**src/rtl/lnk_pwr_seq_pkg.sv**
```systemverilog
package lnk_pwr_seq_pkg;
  typedef enum logic [1:0] {
    ST_OFF  = 2'd0,
    ST_LOCK = 2'd1,
    ST_RUN  = 2'd2
  } seq_state_t;
endpackage

```
**src/rtl/lnk_lock_cnt.sv**
```systemverilog
module lnk_lock_cnt #(
  parameter int LOCK_CYCLES = 16385,
  localparam int CW = $clog2(LOCK_CYCLES + 1)
) (
  input  logic clk,
  input  logic rst_n,
  input  logic clr,
  input  logic run,
  output logic done
);
  logic [CW-1:0] cnt;
  localparam logic [CW-1:0] LAST = CW'(LOCK_CYCLES - 1);

  always_ff @(posedge clk or negedge rst_n) begin
    if (!rst_n)           cnt <= '0;
    else if (clr)         cnt <= '0;
    else if (run && !done) cnt <= cnt + 1'b1;
  end

  assign done = run && (cnt == LAST);

  assert_cnt_bound_R4: assert property (@(posedge clk) disable iff (!rst_n)
    cnt <= LAST);
endmodule

```
**src/rtl/lnk_pwr_seq.sv**
```systemverilog
module lnk_pwr_seq
  import lnk_pwr_seq_pkg::*;
#(
  parameter int LOCK_CYCLES = 16385,
  parameter int RW = 2
) (
  input  logic          clk,
  input  logic          rst_n,
  input  logic          pwr_up,
  input  logic          supply_ok,
  input  logic [RW-1:0] rng_sel,
  output logic          pll_en,
  output logic          term_en,
  output logic          out_hiz,
  output logic          force_zero,
  output logic          link_ready,
  output logic          framer_en,
  output logic [RW-1:0] pll_band
);
  seq_state_t st, st_nx;
  logic eff_up, lock_done, clr_cnt, band_chg;

  assign eff_up   = pwr_up & supply_ok;
  assign band_chg = (st != ST_OFF) && (rng_sel != pll_band);

  always_comb begin
    st_nx = st;
    case (st)
      ST_OFF:  if (eff_up) st_nx = ST_LOCK;
      ST_LOCK: if (!eff_up) st_nx = ST_OFF;
               else if (lock_done) st_nx = ST_RUN;
      ST_RUN:  if (!eff_up) st_nx = ST_OFF;
               else if (band_chg) st_nx = ST_LOCK;
      default: st_nx = ST_OFF;
    endcase
  end

  assign clr_cnt = (st != ST_LOCK) || !eff_up || band_chg;

  lnk_lock_cnt #(.LOCK_CYCLES(LOCK_CYCLES)) u_cnt (
    .clk(clk), .rst_n(rst_n), .clr(clr_cnt),
    .run(st == ST_LOCK), .done(lock_done)
  );

  always_ff @(posedge clk or negedge rst_n) begin
    if (!rst_n) begin
      st       <= ST_OFF;
      pll_band <= '0;
    end else begin
      st <= st_nx;
      if (st_nx != ST_OFF) pll_band <= rng_sel;
    end
  end

  assign pll_en     = (st != ST_OFF);
  assign term_en    = (st != ST_OFF);
  assign out_hiz    = (st != ST_RUN);
  assign force_zero = (st == ST_LOCK);
  assign link_ready = (st == ST_RUN);
  assign framer_en  = link_ready;

  assert_off_on_down_R6: assert property (@(posedge clk) disable iff (!rst_n)
    !(pwr_up && supply_ok) |=> !pll_en && out_hiz && !term_en);
  assert_supply_forces_off_R2: assert property (@(posedge clk) disable iff (!rst_n)
    !supply_ok |=> !link_ready);
  assert_ready_from_lock_R4: assert property (@(posedge clk) disable iff (!rst_n)
    $rose(link_ready) |-> $past(force_zero));
  assert_drive_excl_R5: assert property (@(posedge clk) disable iff (!rst_n)
    !(force_zero && !out_hiz));
  assert_framer_R9: assert property (@(posedge clk) disable iff (!rst_n)
    framer_en == link_ready);
  assert_band_relock_R7: assert property (@(posedge clk) disable iff (!rst_n)
    (link_ready && pwr_up && supply_ok && rng_sel != pll_band) |=> force_zero);
endmodule

```
**config.mk**
```make
export PLATFORM = sky130hd
export DESIGN_NAME = lnk_pwr_seq
export DESIGN_NICKNAME = d
export VERILOG_FILES = /design/src/rtl/lnk_pwr_seq_pkg.sv /design/src/rtl/lnk_lock_cnt.sv /design/src/rtl/lnk_pwr_seq.sv
export SDC_FILE = /design/constraint.sdc
export NUM_CORES = 1
export LEC_CHECK = 0
export BUFFER_PORTS_ARGS = -buffer_cell sky130_fd_sc_hd__buf_4
export CAP_MARGIN = 20
export CORE_ASPECT_RATIO = 1.2
export CORE_MARGIN = 2
export CORE_UTILIZATION = 40
export DETAILED_ROUTE_END_ITERATION = 10
export GPL_TIMING_DRIVEN = 0
export SLEW_MARGIN = 20
export SYNTH_ARGS = -nofsm -noshare
export SYNTH_HDL_FRONTEND = slang
export SYNTH_HIERARCHICAL = 1
export SYNTH_SLANG_ARGS = --single-unit
```
**constraint.sdc**
```tcl
create_clock -name clk -period 2.39 [get_ports clk]
set_input_delay 0.478 -clock clk [delete_from_list [all_inputs] [get_ports clk]]
set_output_delay 0.478 -clock clk [all_outputs]
set_load 0.1 [all_outputs]
```
==> summary.md <==
| Metric | Value |
|---|---|
| Clk slew on worst S/H paths | `0.12 ns` |
| Vias in the first global route | `872` |
| Setup TNS | `0 ns` |
| Largest net degree at the start of global routing | `20` |
| Synth top area share | `0.447` |
| Worst-margin pin slew | `0.428 ns` |
| Initial detailed-routing violation count | `19` |
| GRT overflow | `0` |
| Max Slew Vio Count | `0` |
| Cell row count | `20` |
| Startpoint types | `register` |
| Top cells by area, synth | `dfrtp_1, nor2_1, xor2_1` |
| Logic pwr share | `0.221` |
| WP data arrival | `1.44 ns` |
| Placer Congestion | `0.795` |
| DR vias/cell | `5.25` |
| Switching pwr | `0.217 mW` |
| Crit path kind | `reg -> out` |
| Unrepaired setup endpoints after global routing | `no` |
| Status | `finished, final reports clean` |
| Die Wd | `51.1 um` |
| IO Pins | `14` |
| Post-Synthesis Cells | `111` |
| Synth-to-layout area growth | `15.6%` |
| Final net count | `137` |
| Clock power share | `0.257` |
| Internal Power | `0.426 mW` |
| Warnings from Yosys | `6` |
| Layout Skew | `0.00833 ns` |
| Die H | `60.5 um` |
| FMAX | `521 MHz` |
| #FFs+latches synth | `19` |
| Synth Cell Area | `1060 um^2` |
| Root buffer cell | `clkbuf_4` |
| Antenna-violating nets left | `0` |
| CTS max path bufs | `2` |
| First-pass GRT wire length | `3720 um` |
| Hold Crit Class | `in -> async` |
| Inst Count DP | `157` |
| Initial antenna violation count | `0` |
| CP max FO | `6` |
| Min Tclk post-route | `1.92 ns` |
| Number of diodes | `0` |
| Core area | `2530 um^2` |
| Area of the multi-input gates | `547 um^2` |
| Num CTS Buffers | `3` |
| Port Buffers | `13` |
| Final setup violation count | `0` |
| Full die area | `3090 um^2` |
| Dpl cell area | `1200 um^2` |
| Drt first pass iters | `4` |
| Worst setup EP type | `primary output` |
| Post-CTS setup buffer count | `0` |
| Initial Util | `0.421` |
| # hold bufs at CTS | `0` |
| Routed WL per cell | `12.6 um` |
| LEAKAGE | `0.517 nW` |
| Max IR drop VDD | `0.281 mV` |
| Worst rel slew slack | `0.711` |
| Post-Route WL | `2030 um` |
| Final period util | `0.803` |
| Final cell count without fillers | `161` |
| Filler cell count | `257` |
| CP required | `1.91 ns` |
| FF+latch area | `475 um^2` |
| DR vias | `846` |
| Register area share after synthesis | `0.447` |
| Post-synth top area cell | `dfrtp_1` |
| Mapped Nets | `119` |
| Skew-Pair Late Insertion Delay | `0.30 ns` |
| Post-route DRC violation count | `0` |
| Post-Syn Area per Cell | `9.58 um^2` |
| Pwr per Cell Area | `523 nW/um^2` |
| Max Cap Viol | `0` |
| Sw Share | `0.338` |
| CTS H-tree depth | `1` |
| Share of cells above drive strength 1 | `0.227` |
| Seq pwr share | `0.522` |
| Final hold violation count | `0` |
| All-Layer GR Usage | `0.161` |
| Clk sinks | `19` |
| Post-CTS Resized | `0` |
| Synth cell types | `33` |
| Finished layout cell area | `1230 um^2` |
| TritonCTS clock tree | `yes` |
| Post-DP HPWL | `1550 um` |
-- final timing paths --
path,from,endpoint,slack [ns],depth (start not counted)
worst max-delay path,st[1]$_DFF_PN0_,term_en,0.47,3
worst min-delay path,rst_n,u_cnt/cnt[8]$_DFFE_PN0P_,0.03,1
worst max register to register,st[1]$_DFF_PN0_,u_cnt/cnt[13]$_DFFE_PN0P_,0.54,5
worst min register to register,pll_band[0]$_DFFE_PN0P_,pll_band[0]$_DFFE_PN0P_,0.58,1
max in group asynchronous,rst_n,u_cnt/cnt[2]$_DFFE_PN0P_,2.15,1
min in group clk,rng_sel[0],pll_band[0]$_DFFE_PN0P_,0.42,2
-- worst max-delay path: stages, from the launching register on --
cell and delay [ns]:
dfrtp_1 0.46, or2_2 0.33, buf_4 0.13, buf_4 0.22
-- cells by family (layout without fill, tap and decap cells) --
family          after synthesis  in the layout  share of synthesized area
flops                        19             19                      0.447
xor+xnor                     11             11                     0.0906
mux                           3              3                     0.0318
compound gates               12             12                     0.0776
simple gates                 55             55                      0.291
buf+inv                       9             26                     0.0388
fa+ha+maj                     2              2                     0.0235
-- metal layers --
metal | up-vias | track usage | wire length [um]
met5 | - | 0 | 0
met1 | 409 | 0.189 | 898
met4 | 0 | 0.0811 | 17
li1 | 422 | - | -
met2 | 13 | 0.288 | 1030
met3 | 2 | 0.0246 | 77
-- synth_stat cells --
| cell type | count |
|---|---|
| nand2b_1 | 1 |
| nor2b_1 | 1 |
| inv_1 | 5 |
| nor2_1 | 18 |
| nand3_4 | 1 |
| a41oi_1 | 1 |
| and3_4 | 1 |
| a21oi_1 | 4 |
| nor3_1 | 2 |
| a211o_1 | 1 |
| nand2b_4 | 1 |
| buf_4 | 2 |
| o32a_1 | 1 |
| ha_1 | 2 |
| clkbuf_1 | 2 |
| and3_1 | 1 |
| and3_2 | 1 |
| dfrtp_1 | 19 |
| mux2_2 | 3 |
| o21ai_0 | 1 |
| and2b_2 | 1 |
| nand2_1 | 11 |
| or2_2 | 1 |
| nand3_1 | 2 |
| or4_1 | 2 |
| nand3b_1 | 1 |
| nand4_2 | 1 |
| nor4_1 | 2 |
| nor4b_1 | 2 |
| o31ai_1 | 4 |
| xnor2_1 | 4 |
| nand4_1 | 5 |
| xor2_1 | 7 |
-- layout make-up --
type | instances | area share
clock buffer | 3 | 0.0183
sequential | 19 | 0.387
multi-input combinational | 83 | 0.445
tap | 33 | 0.0336
buffer | 4 | 0.0183
clock inverter | 1 | 0.00407
inverter | 5 | 0.0153
timing repair buffer | 13 | 0.0793
-- registers in the layout, summed over array words and instances (netlist names) --
signal and count:
pll_band 2, st 2, u_cnt/cnt 15
-- power groups by stage --
stage	sequential [mW]	clock, mW	combinational [mW]
CTS	0.336	0.172	0.143
detailed placement	0.342	0	0.143
global route	0.338	0.185	0.150
floorplan	0.378	0	0.0697
finish	0.336	0.165	0.142
global placement	0.342	0	0.142
-- per-stage QoR --
step | util | total power [mW] | hold WS, ns | worst slack, ns
6_report | 0.487 | 0.643 | 0.0299 | 0.472
5_1_grt | 0.487 | 0.672 | 0.0294 | 0.304
4_1_cts | 0.487 | 0.652 | 0.0283 | 0.455
3_5_place_dp | 0.476 | 0.485 | 0.369 | 0.424
3_3_place_gp | 0.476 | 0.484 | 0.366 | 0.492
2_1_floorplan | - | 0.448 | 0.182 | 0.0922
-- cell usage in the layout (no fill, tap or decap), types with 2 or more instances in the layout --
master	Yosys	layout
nand4_1	5	5
ha_1	2	2
nand3_1	2	2
nor4_1	2	2
buf_4	2	15
nor2_1	18	18
nor3_1	2	2
xor2_1	7	7
o31ai_1	4	4
clkbuf_4	0	3
dfrtp_1	19	19
xnor2_1	4	4
mux2_2	3	3
or4_1	2	2
inv_1	5	5
nor4b_1	2	2
nand2_1	11	11
a21oi_1	4	4
clkbuf_1	2	2
(Power assumes the default switching activity.)
